[config.mk]
export PLATFORM = sky130hd
export DESIGN_NAME = tx_req_status
export DESIGN_NICKNAME = d
export VERILOG_FILES = /design/src/rtl/tx_req_pkg.sv /design/src/rtl/tx_req_ctrl.sv /design/src/rtl/tx_req_dp.sv /design/src/rtl/tx_req_status.sv
export SDC_FILE = /design/constraint.sdc
export NUM_CORES = 1
export LEC_CHECK = 0
export CAP_MARGIN = 20
export CORE_ASPECT_RATIO = 0.7
export CORE_UTILIZATION = 45
export CTS_BUF_LIST = sky130_fd_sc_hd__clkbuf_8
export DETAILED_ROUTE_END_ITERATION = 10
export PLACE_DENSITY_LB_ADDON = 0.05
export SYNTH_ARGS = -nofsm -noshare
export SYNTH_HDL_FRONTEND = slang
export SYNTH_SLANG_ARGS = --single-unit
export TNS_END_PERCENT = 1
[constraint.sdc]
create_clock -name clk -period 1.9 [get_ports clk]
set_clock_uncertainty 0.15 [all_clocks]
set_input_delay 0.38 -clock clk [delete_from_list [all_inputs] [get_ports clk]]
set_output_delay 0.38 -clock clk [all_outputs]
set_load 0.005 [all_outputs]
[src/rtl/tx_req_pkg.sv]
package tx_req_pkg;
  parameter int MBX_N = 32;

  // Per-mailbox strobes passed from control to datapath
  typedef struct packed {
    logic [MBX_N-1:0] trsSet;
    logic [MBX_N-1:0] trrSet;
    logic [MBX_N-1:0] taClr;
    logic [MBX_N-1:0] aaClr;
    logic [MBX_N-1:0] onBus;
    logic [MBX_N-1:0] done;
    logic [MBX_N-1:0] abort;
  } txStrobes_t;

  typedef enum logic [1:0] {
    ADDR_PEND  = 2'd0,
    ADDR_CANCL = 2'd1,
    ADDR_SENT  = 2'd2,
    ADDR_ABORT = 2'd3
  } regSel_e;
endpackage

[src/rtl/tx_req_ctrl.sv]
module tx_req_ctrl
  import tx_req_pkg::*;
#(
  parameter int N = MBX_N,
  localparam int IDX_W = $clog2(N)
) (
  input  logic             wrEn,
  input  logic [1:0]       wrAddr,
  input  logic [N-1:0]     wrData,
  input  logic             busyValid,
  input  logic [IDX_W-1:0] busyIdx,
  input  logic [N-1:0]     doneVec,
  input  logic [N-1:0]     abortVec,
  output txStrobes_t       stb
);
  logic [N-1:0] busyOneHot;

  // One-hot decode of the mailbox currently on the bus
  for (genvar i = 0; i < N; i++) begin : g_busy
    assign busyOneHot[i] = busyValid && (busyIdx == IDX_W'(i));
  end

  always_comb begin
    stb.trsSet = (wrEn && wrAddr == ADDR_PEND)  ? wrData : '0;
    stb.trrSet = (wrEn && wrAddr == ADDR_CANCL) ? wrData : '0;
    stb.taClr  = (wrEn && wrAddr == ADDR_SENT)  ? wrData : '0;
    stb.aaClr  = (wrEn && wrAddr == ADDR_ABORT) ? wrData : '0;
    stb.onBus  = busyOneHot;
    stb.done   = doneVec;
    stb.abort  = abortVec;
  end
endmodule

[src/rtl/tx_req_dp.sv]
module tx_req_dp
  import tx_req_pkg::*;
#(
  parameter int N = MBX_N
) (
  input  logic         clk,
  input  logic         rstN,
  input  txStrobes_t   stb,
  input  logic [1:0]   rdAddr,
  input  logic [N-1:0] intMask,
  input  logic         aaIntEn,
  output logic [N-1:0] rdData,
  output logic         intFlag
);
  logic [N-1:0] trsQ, trrQ, taQ, aaQ;
  logic [N-1:0] cancel, finish;

  assign cancel = trrQ & ~stb.onBus;     // idle mailbox: cancel at once
  assign finish = stb.done | stb.abort;  // end of transmission

  always_ff @(posedge clk or negedge rstN) begin
    if (!rstN) begin
      trsQ    <= '0;
      trrQ    <= '0;
      taQ     <= '0;
      aaQ     <= '0;
      intFlag <= 1'b0;
    end else begin
      trsQ    <= stb.trsSet | (trsQ & ~cancel & ~finish);
      trrQ    <= stb.trrSet | (trrQ & ~cancel & ~finish);   // set wins
      taQ     <= stb.done  | (taQ & ~stb.taClr);            // set wins
      aaQ     <= stb.abort | (aaQ & ~stb.aaClr);            // set wins
      intFlag <= (|(taQ & intMask)) | (aaIntEn & (|(aaQ & intMask)));
    end
  end

  always_comb begin
    unique case (rdAddr)
      ADDR_PEND:  rdData = trsQ;
      ADDR_CANCL: rdData = trrQ;
      ADDR_SENT:  rdData = taQ;
      default:    rdData = aaQ;
    endcase
  end

  assert_cancel_hold_R4: assert property (@(posedge clk) disable iff (!rstN)
    1'b1 |=> ((($past(trrQ) & ~trrQ) & $past(stb.onBus) & ~$past(finish)) == '0));

  assert_ta_set_R5: assert property (@(posedge clk) disable iff (!rstN)
    (|stb.done) |=> ((taQ & $past(stb.done)) == $past(stb.done)));

  assert_pend_clear_R5: assert property (@(posedge clk) disable iff (!rstN)
    (|finish) |=> ((trsQ & $past(finish & ~stb.trsSet)) == '0));

  assert_aa_set_R6: assert property (@(posedge clk) disable iff (!rstN)
    (|stb.abort) |=> ((aaQ & $past(stb.abort)) == $past(stb.abort)));

  assert_flag_R10: assert property (@(posedge clk) disable iff (!rstN)
    (|(taQ & intMask)) |=> intFlag);
endmodule

[src/rtl/tx_req_status.sv]
module tx_req_status
  import tx_req_pkg::*;
#(
  parameter int N = MBX_N,
  localparam int IDX_W = $clog2(N)
) (
  input  logic             clk,
  input  logic             rstN,
  input  logic             wrEn,
  input  logic [1:0]       wrAddr,
  input  logic [N-1:0]     wrData,
  input  logic [1:0]       rdAddr,
  output logic [N-1:0]     rdData,
  input  logic             busyValid,
  input  logic [IDX_W-1:0] busyIdx,
  input  logic [N-1:0]     doneVec,
  input  logic [N-1:0]     abortVec,
  input  logic [N-1:0]     intMask,
  input  logic             aaIntEn,
  output logic             mbxIntFlag
);
  txStrobes_t stb;

  tx_req_ctrl #(.N(N)) u_ctrl (
    .wrEn(wrEn), .wrAddr(wrAddr), .wrData(wrData),
    .busyValid(busyValid), .busyIdx(busyIdx),
    .doneVec(doneVec), .abortVec(abortVec), .stb(stb)
  );

  tx_req_dp #(.N(N)) u_dp (
    .clk(clk), .rstN(rstN), .stb(stb), .rdAddr(rdAddr),
    .intMask(intMask), .aaIntEn(aaIntEn),
    .rdData(rdData), .intFlag(mbxIntFlag)
  );
endmodule

# Word level (Yosys, flattened, before mapping)
# Index checks and enable logic that the tools add are counted.
[classes]
n_mux = 5
eq_ne = 36
n_reduce_logical = 41
bitwise = 21
[ops]
columns = ["operator", "count"]
rows = [
  ["32-bit bitwise AND", 9],
  ["32-bit inverter", 5],
  ["32-bit OR", 5],
  ["32-bit two-way mux", 4],
  ["32-bit one-hot mux with 3 select lines", 1],
  ["5-bit equality test, second input constant", 16],
  ["32-bit OR reduction", 2],
  ["5-bit by 4-bit equality test with 1-bit output, second input constant", 8],
  ["1-bit logical AND", 36],
  ["5-bit by 3-bit equality test with 1-bit output, second input constant", 4],
  ["5-bit by 2-bit equality test with 1-bit output, second input constant", 2],
  ["2-bit equality test, second input constant", 3],
  ["5-bit by 1-bit equality test with 1-bit output, second input constant", 1],
  ["5-bit zero test", 1],
  ["2-bit by 1-bit equality test with 1-bit output, second input constant", 2],
  ["2-bit zero test", 2],
  ["1-bit bitwise AND", 1],
  ["1-bit OR", 1],
]
[word_totals]
register_bits = 129
input_bits = 142
elab_cells = 108
output_inout_bits = 33

# Depth between registers and ports, before layout
# Gate-level depths: netlist of the first run.
[logic_depth]
word_depth = 8
depth_mapped = 5
ltp_nobuf = 4

# Hierarchy
# A second synthesis of the first run with hierarchy kept.
[hier_totals]
cells_unflattened = 725
hier_area_um2 = 7498.4
[by_module_without_submodules]
columns = ["mod", "cells_per_inst", "seq_area_each_um2", "area_each_um2", "n_inst"]
rows = [
  ["tx_req_dp", 465, 3228.1, 5904.4, 1],
  ["tx_req_ctrl", 260, 0.0, 1594.0, 1],
]

# Least setup slack after synthesis of the first run
# Ideal clock, no wire load.
[synth_timing]
kind = "input port to output port"
startpoint = "input rdAddr[1]"
endpoint = "output rdData[13]"
stages = 3
arrival_time_ns = 1.486
slack_ns = -0.116
path_cell_list = "clkbuf_1 buf_2 mux4_1"
[synth_between]
elab_chain_len = 2
elab_cells_between_ends = 4
cone_classes = "2 x eq/ne; 1 x mux; 1 x reduce/logical"
[synth_lines]
columns = ["item", "line_no", "text"]
rows = [
  ["start, declared", "tx_req_status.sv:12", "input logic [1:0] rdAddr,"],
  ["2-bit equality test, or another cell as far along", "tx_req_dp.sv:38", "unique case (rdAddr)"],
  ["32-bit one-hot mux with 3 select lines (*)", "tx_req_dp.sv:38", ""],
  ["end, declared", "tx_req_status.sv:13", "output logic [N-1:0] rdData,"],
]
# Mark *: on every way between the ends. The rest lies on a longest branch, timed or not.

# Final worst setup path of the first run
[layout_timing]
startpoint = "register u_dp.aaQ[6]"
endpoint = "output rdData[6]"
[layout_between]
elab_chain_len = 1
[layout_lines]
columns = ["item", "line_no", "text"]
rows = [
  ["start, declared", "tx_req_dp.sv:15", "logic [N-1:0] trsQ, trrQ, taQ, aaQ;"],
  ["start signal, assigned", "tx_req_dp.sv:32", "aaQ <= stb.abort | (aaQ & ~stb.aaClr);"],
  ["32-bit one-hot mux with 3 select lines", "tx_req_dp.sv:38", ""],
]
# No other way between the ends.

==> results_dict.tcl, run 1 <==
set metrics [dict create \
    ys_ff_latch 129 \
    drcViolationCount 0 \
    fin_crit_sh_pct 109 \
    timing.fmax_ghz 0.482 \
    worst_hold_path_type "input pin to asynchronous set/reset pin" \
    ys_types 25 \
    cts_sinks 129 \
    port_buffers 174 \
    status "complete, but fails checks" \
    grt_overflow_total 0 \
    syn_nets 680 \
    place_hpwl_um 16800 \
    drtIter0Drc 632 \
    vias_per_cell 6.16 \
    drv_slew 0 \
    nets 974 \
    clock_latency_ns 0.44 \
    fp.dieH_um 101 \
    antenna_found_initial 0 \
    grt_max_degree 57 \
    vdd.ir_drop.worst_mv 0.476 \
    cp-end-kind "primary output" \
    ys.warnings.count 0 \
    n_antenna_cell 0 \
    synth_edf_count 0 \
    cp.required_ns 1.37 \
    syn_inst 538 \
    tritoncts "built" \
    drtPass1Iterations 5 \
    ant_nets 0 \
    final_core_util_pct 72.7 \
    max_slew_margin_pct 76.6 \
    power.leakage_nw 3.88 \
    cp.arrival_ns 1.55 \
    report.final.hold_viol_count 0 \
    cts_buffers 17 \
    fp-row-count 35 \
    cts.htree.levels 4 \
    post_route_cells_drive_above_1_share_pct 28.8 \
    setup_ws_ns -0.175 \
    dieArea_um2 14400 \
    syn_to_final_growth_pct 55.4 \
    tightest_slew_ns 0.352 \
    design.portCount 175 \
    synthFlopType "dfrtp_1" \
    start_kind "flop" \
    grt_pass1_wl_um 36800 \
    cts_buffer_depth 2 \
    fill_cells 912 \
    crit_type "flop to primary output" \
    async_flop_share_pct 100 \
    initial_core_util_pct 46.8 \
    avgSynthCellArea_um2 11.6 \
    vias 6341 \
    reg2reg_depth 5 \
    fin_setup_tns_ns -2.78 \
    wl_per_cell_um 23.4 \
    fin_crit_ns 2.08 \
    cts_root_buf "clkbuf_8" \
    grt_setup_unrepaired "yes" \
    grt.total_usage_pct 35.4 \
    routabilityCongestion 0.929 \
    seq_area_frac_synth_pct 51.6 \
    drv_cap 0 \
    failed_checks "setup timing" \
    setup_viol 33 \
    syn_area_um2 6250 \
    fp.dieW_um 143 \
    clk_pin_slew_ns 0.08 \
    path_max_fanout 2 \
    grt_pass1_vias 6534 \
    powerDensity_nw_per_um2 750 \
    core_um2 13400 \
    wirelength_um 24100 \
]
[registers in the layout, indices dropped and copies added, names as in the netlist]
name and count:
u_dp.trrQ 32, u_dp.taQ 32, u_dp.intFlag 1, u_dp.aaQ 32
u_dp.trsQ 32
[path summary, 6_finish.rpt]
| path | endpoint | slack [ns] | startpoint |
|---|---|---|---|
| setup / recovery | rdData[6] | -0.18 | u_dp.aaQ[6] |
| max in group asynchronous | u_dp.taQ[18] | 0.70 | rstN |
| hold / removal | u_dp.trrQ[4] | 0.25 | rstN |
| setup reg to reg | u_dp.intFlag | -0.14 | u_dp.aaQ[30] |
| min in group clk | u_dp.taQ[6] | 0.37 | doneVec[6] |
| hold reg to reg | u_dp.taQ[24] | 0.37 | u_dp.taQ[24] |
[kinds of logic after synthesis]
| logic type | share of synthesized area [%] |
|---|---|
| compound gates | 24.8 |
| simple gates | 10.3 |
| flops | 51.6 |
| buf+inv | 1.68 |
| mux | 11.6 |
[area by class of cell]
cell class              count  area (um^2)  share of cell area [%]
clock buffers              19          262                    2.69
well taps                 185          231                    2.38
clock inverters            13          279                    2.87
repair buffers            302         2750                    28.3
flip-flops and latches    129         3230                    33.3
multi-input cells         382         2970                    30.5
[timing repair]
item                                   CTS  global route
setup endpoints to repair               33            33
hold buffers                             1             0
pin swaps                                1             6
buffers inserted                        54             2
endpoints found under the hold margin   34             0
gates resized for setup                110            21
[per-stage QoR]
stage                     hold WS, ns  instance area [um^2]  setup WS, ns  power, mW  instances
after global routing            0.260                  9720        -0.221       7.49       1030
after CTS                       0.224                  9760        -0.189       7.30       1028
final                           0.246                  9720        -0.175       7.28       1030
after global placement          0.157                  8840        -0.633       4.09        941
after floorplan               -0.0656                  6260       -0.0710       3.29        538
after detailed placement        0.161                  8840        -0.641       4.11        941
[report_power, final]
group,switching (mW),internal [mW]
Combinational,0.540,0.674
Sequential,0.0598,2.83
Clock,1.14,2.04
[worst max-delay path, cell delays in order, from the launching register on]
cell,delay (ns)
dfrtp_1,0.40
buf_6,0.12
mux4_2,0.45
buf_2,0.14
[synth_stat cells (2+ instances only)]
cell type | number | area [um^2]
buf_2 | 3 | 15.0
a21o_1 | 64 | 480
a221oi_1 | 4 | 35.0
o21ai_0 | 32 | 160
nand2b_1 | 2 | 12.5
nand4_1 | 8 | 50.1
nand3_1 | 4 | 20.0
mux4_2 | 31 | 698
dfrtp_1 | 129 | 3230
nor2_1 | 66 | 248
clkbuf_1 | 24 | 90.1
nor2b_1 | 3 | 18.8
nand2_1 | 69 | 259
a22o_1 | 3 | 26.3
a22oi_1 | 23 | 173
a32o_1 | 64 | 641
[cells in the final DEF, fill, tap and decap left out, types with 2 or more instances in the layout]
| master | n |
|---|---|
| a221oi_1 | 4 |
| buf_12 | 15 |
| dfrtp_1 | 126 |
| nand2b_1 | 2 |
| o21ai_0 | 32 |
| buf_4 | 111 |
| clkinv_4 | 2 |
| a22oi_1 | 14 |
| buf_2 | 15 |
| a22o_1 | 3 |
| nand3_1 | 4 |
| nor2_1 | 65 |
| clkbuf_8 | 19 |
| buf_6 | 4 |
| mux4_2 | 32 |
| bufinv_16 | 8 |
| a22oi_2 | 10 |
| clkbuf_2 | 16 |
| a32o_1 | 64 |
| a21o_1 | 64 |
| dfrtp_2 | 3 |
| clkdlybuf4s50_1 | 139 |
| nand4_1 | 8 |
| nor2b_1 | 3 |
| nand2_1 | 69 |
[per-layer routing]
layer / vias to the layer above / routed length [um] / part of all wire (%) / global-route usage (%)
met4: 0 / 580 / 2.4 / 12.8
met5: - / 0 / 0 / 0
met2: 431 / 11100 / 46 / 56.6
li1: 2689 / - / - / -
met1: 3170 / 9880 / 41 / 46.5
met3: 51 / 2570 / 11 / 9.55
Note: power is estimated with default switching activity, not from simulation.
==> run 2: changes to the inputs <==
Settings changed: CORE_MARGIN set to 2.
==> results_dict.tcl, run 2 (synthesized netlist as in run 1, its figures left out) <==
set metrics [dict create \
    wl_per_cell_um 23.3 \
    path_delay_family "multiplexers" \
    vdd.ir_drop.worst_mv 0.394 \
    nets 967 \
    design.portCount 175 \
    vias 6267 \
    fp.dieH_um 103 \
    grt_pass1_vias 6493 \
    cp.arrival_ns 1.54 \
    n_antenna_cell 0 \
    cts_root_buf "clkbuf_8" \
    fp-row-count 35 \
    drtPass1Iterations 5 \
    cts_buffer_depth 2 \
    fin_crit_sh_pct 109 \
    tightest_slew_ns 0.383 \
    finalPower_mw 6.43 \
    drcViolationCount 0 \
    fill_cells 975 \
    most-common-layout-cells "139 x clkdlybuf4s50_1, 126 x dfrtp_1, 103 x buf_4" \
    grt_overflow_total 0 \
    cts_sinks 129 \
    ant_nets 0 \
    cts_buffers 17 \
    setup_viol 33 \
    max_slew_margin_pct 74.5 \
    path_max_fanout 2 \
    antenna_found_initial 1 \
    grt_pass1_wl_um 36000 \
    fp.dieW_um 145 \
    crit_buf_inv 2 \
    port_buffers 174 \
    grt.total_usage_pct 33.3 \
    powerDensity_nw_per_um2 675 \
    wirelength_um 23800 \
    post_route_cells_drive_above_1_share_pct 27.7 \
    layout_commonest_cell "clkdlybuf4s50_1" \
    failed_checks "setup timing" \
    slowest_stage "mux4_2" \
    worst_hold_path_type "input pin to asynchronous set/reset pin" \
    power.leakage_nw 3.79 \
    cp-end-kind "primary output" \
    cts.htree.levels 4 \
    seqCellArea_um2 3230 \
    routabilityCongestion 0.952 \
    cp.required_ns 1.37 \
    grt_setup_unrepaired "yes" \
    setup_ws_ns -0.170 \
    vias_per_cell 6.13 \
    clk_pin_slew_ns 0.07 \
    report.final.hold_viol_count 0 \
    dieArea_um2 14900 \
    crit_type "flop to primary output" \
    core_um2 13400 \
    crit_chain "buf_6, mux4_2, buf_2" \
    drv_cap 0 \
    drtIter0Drc 621 \
    place_hpwl_um 17200 \
    tritoncts "built" \
    status "complete, but fails checks" \
    fin_crit_ns 2.07 \
    whs_ns 0.219 \
    drv_slew 0 \
    grt_max_degree 33 \
    syn_to_final_growth_pct 52.4 \
    initial_core_util_pct 46.8 \
    cpPeakStageDelay_ns 0.44 \
    clock_latency_ns 0.43 \
    timing.fmax_ghz 0.483 \
    multi_input_area_um2 2960 \
    start_kind "flop" \
]
==> run 2: cell count changes in the layout (fill, tap and decap cells not counted), moves of 2 or more <==
cell and delta:
buf_2 -8, buf_4 -8, bufinv_16 -6, clkbuf_2 +9, clkinv_2 +3, clkinv_4 -2
clkinvlp_4 +3
==> run 2: metrics by stage <==
stage | util, % | instances | cell area, um^2 | setup slack (ns) | TNS, ns
final | 71.3 | 1022 | 9530 | -0.170 | -2.28
after global routing | 71.3 | 1022 | 9530 | -0.222 | -3.77
after CTS | 72.0 | 1022 | 9620 | -0.187 | -5.05
after detailed placement | 66.3 | 943 | 8850 | -0.634 | -20.93
after global placement | 66.3 | 943 | 8850 | -0.638 | -19.45
after floorplan | - | 538 | 6260 | -0.0710 | -0.676
==> run 2: what timing repair did <==
item | 4_1_cts | 5_1_grt
pin swaps | 0 | 4
cloned | 1 | 0
setup buffers | 46 | 0
gates resized for setup | 88 | 32
hold buffers | 1 | 0
endpoints found under the hold margin | 73 | 0
setup endpoints to repair | 33 | 33
==> run 2: routing by layer <==
layer / part of all wire (%) / track usage, %
met5: 0.055 / 0
met4: 2.5 / 12.5
met3: 13 / 12.0
met2: 45 / 49.7
met1: 40 / 45.3
==> run 2: report_power, final <==
group / internal [mW] / switching, mW
logic: 0.672 / 0.530
clock network: 1.25 / 1.08
registers: 2.83 / 0.0632
==> run 2: final cells by class <==
type / instances / area share (%)
clock inverters: 11 / 1.20
clock buffers: 20 / 2.89
flip-flops and latches: 129 / 33.9
multi-input cells: 382 / 31.1
well taps: 185 / 2.43
repair buffers: 295 / 28.5
==> run 2: worst paths after layout <==
path / startpoint / endpoint / slack (ns) / cells after the start
max reg2reg: u_dp.aaQ[15] / u_dp.intFlag / -0.12 / 5
min reg2reg: u_dp.trsQ[6] / u_dp.trsQ[6] / 0.38 / 1
min: rstN / u_dp.trrQ[6] / 0.22 / 2
max in group asynchronous: rstN / u_dp.aaQ[30] / 0.78 / 3
max: u_dp.aaQ[6] / rdData[6] / -0.17 / 3
min in group clk: u_dp.trsQ[6] / u_dp.trsQ[6] / 0.38 / 1
==> run 2: worst register-to-register path, stage by stage (launching register included) <==
cell and delay (ns):
dfrtp_1 0.40, buf_4 0.15, a22oi_2 0.19, nand4_1 0.12
o41a_1 0.41, or4_1 0.47
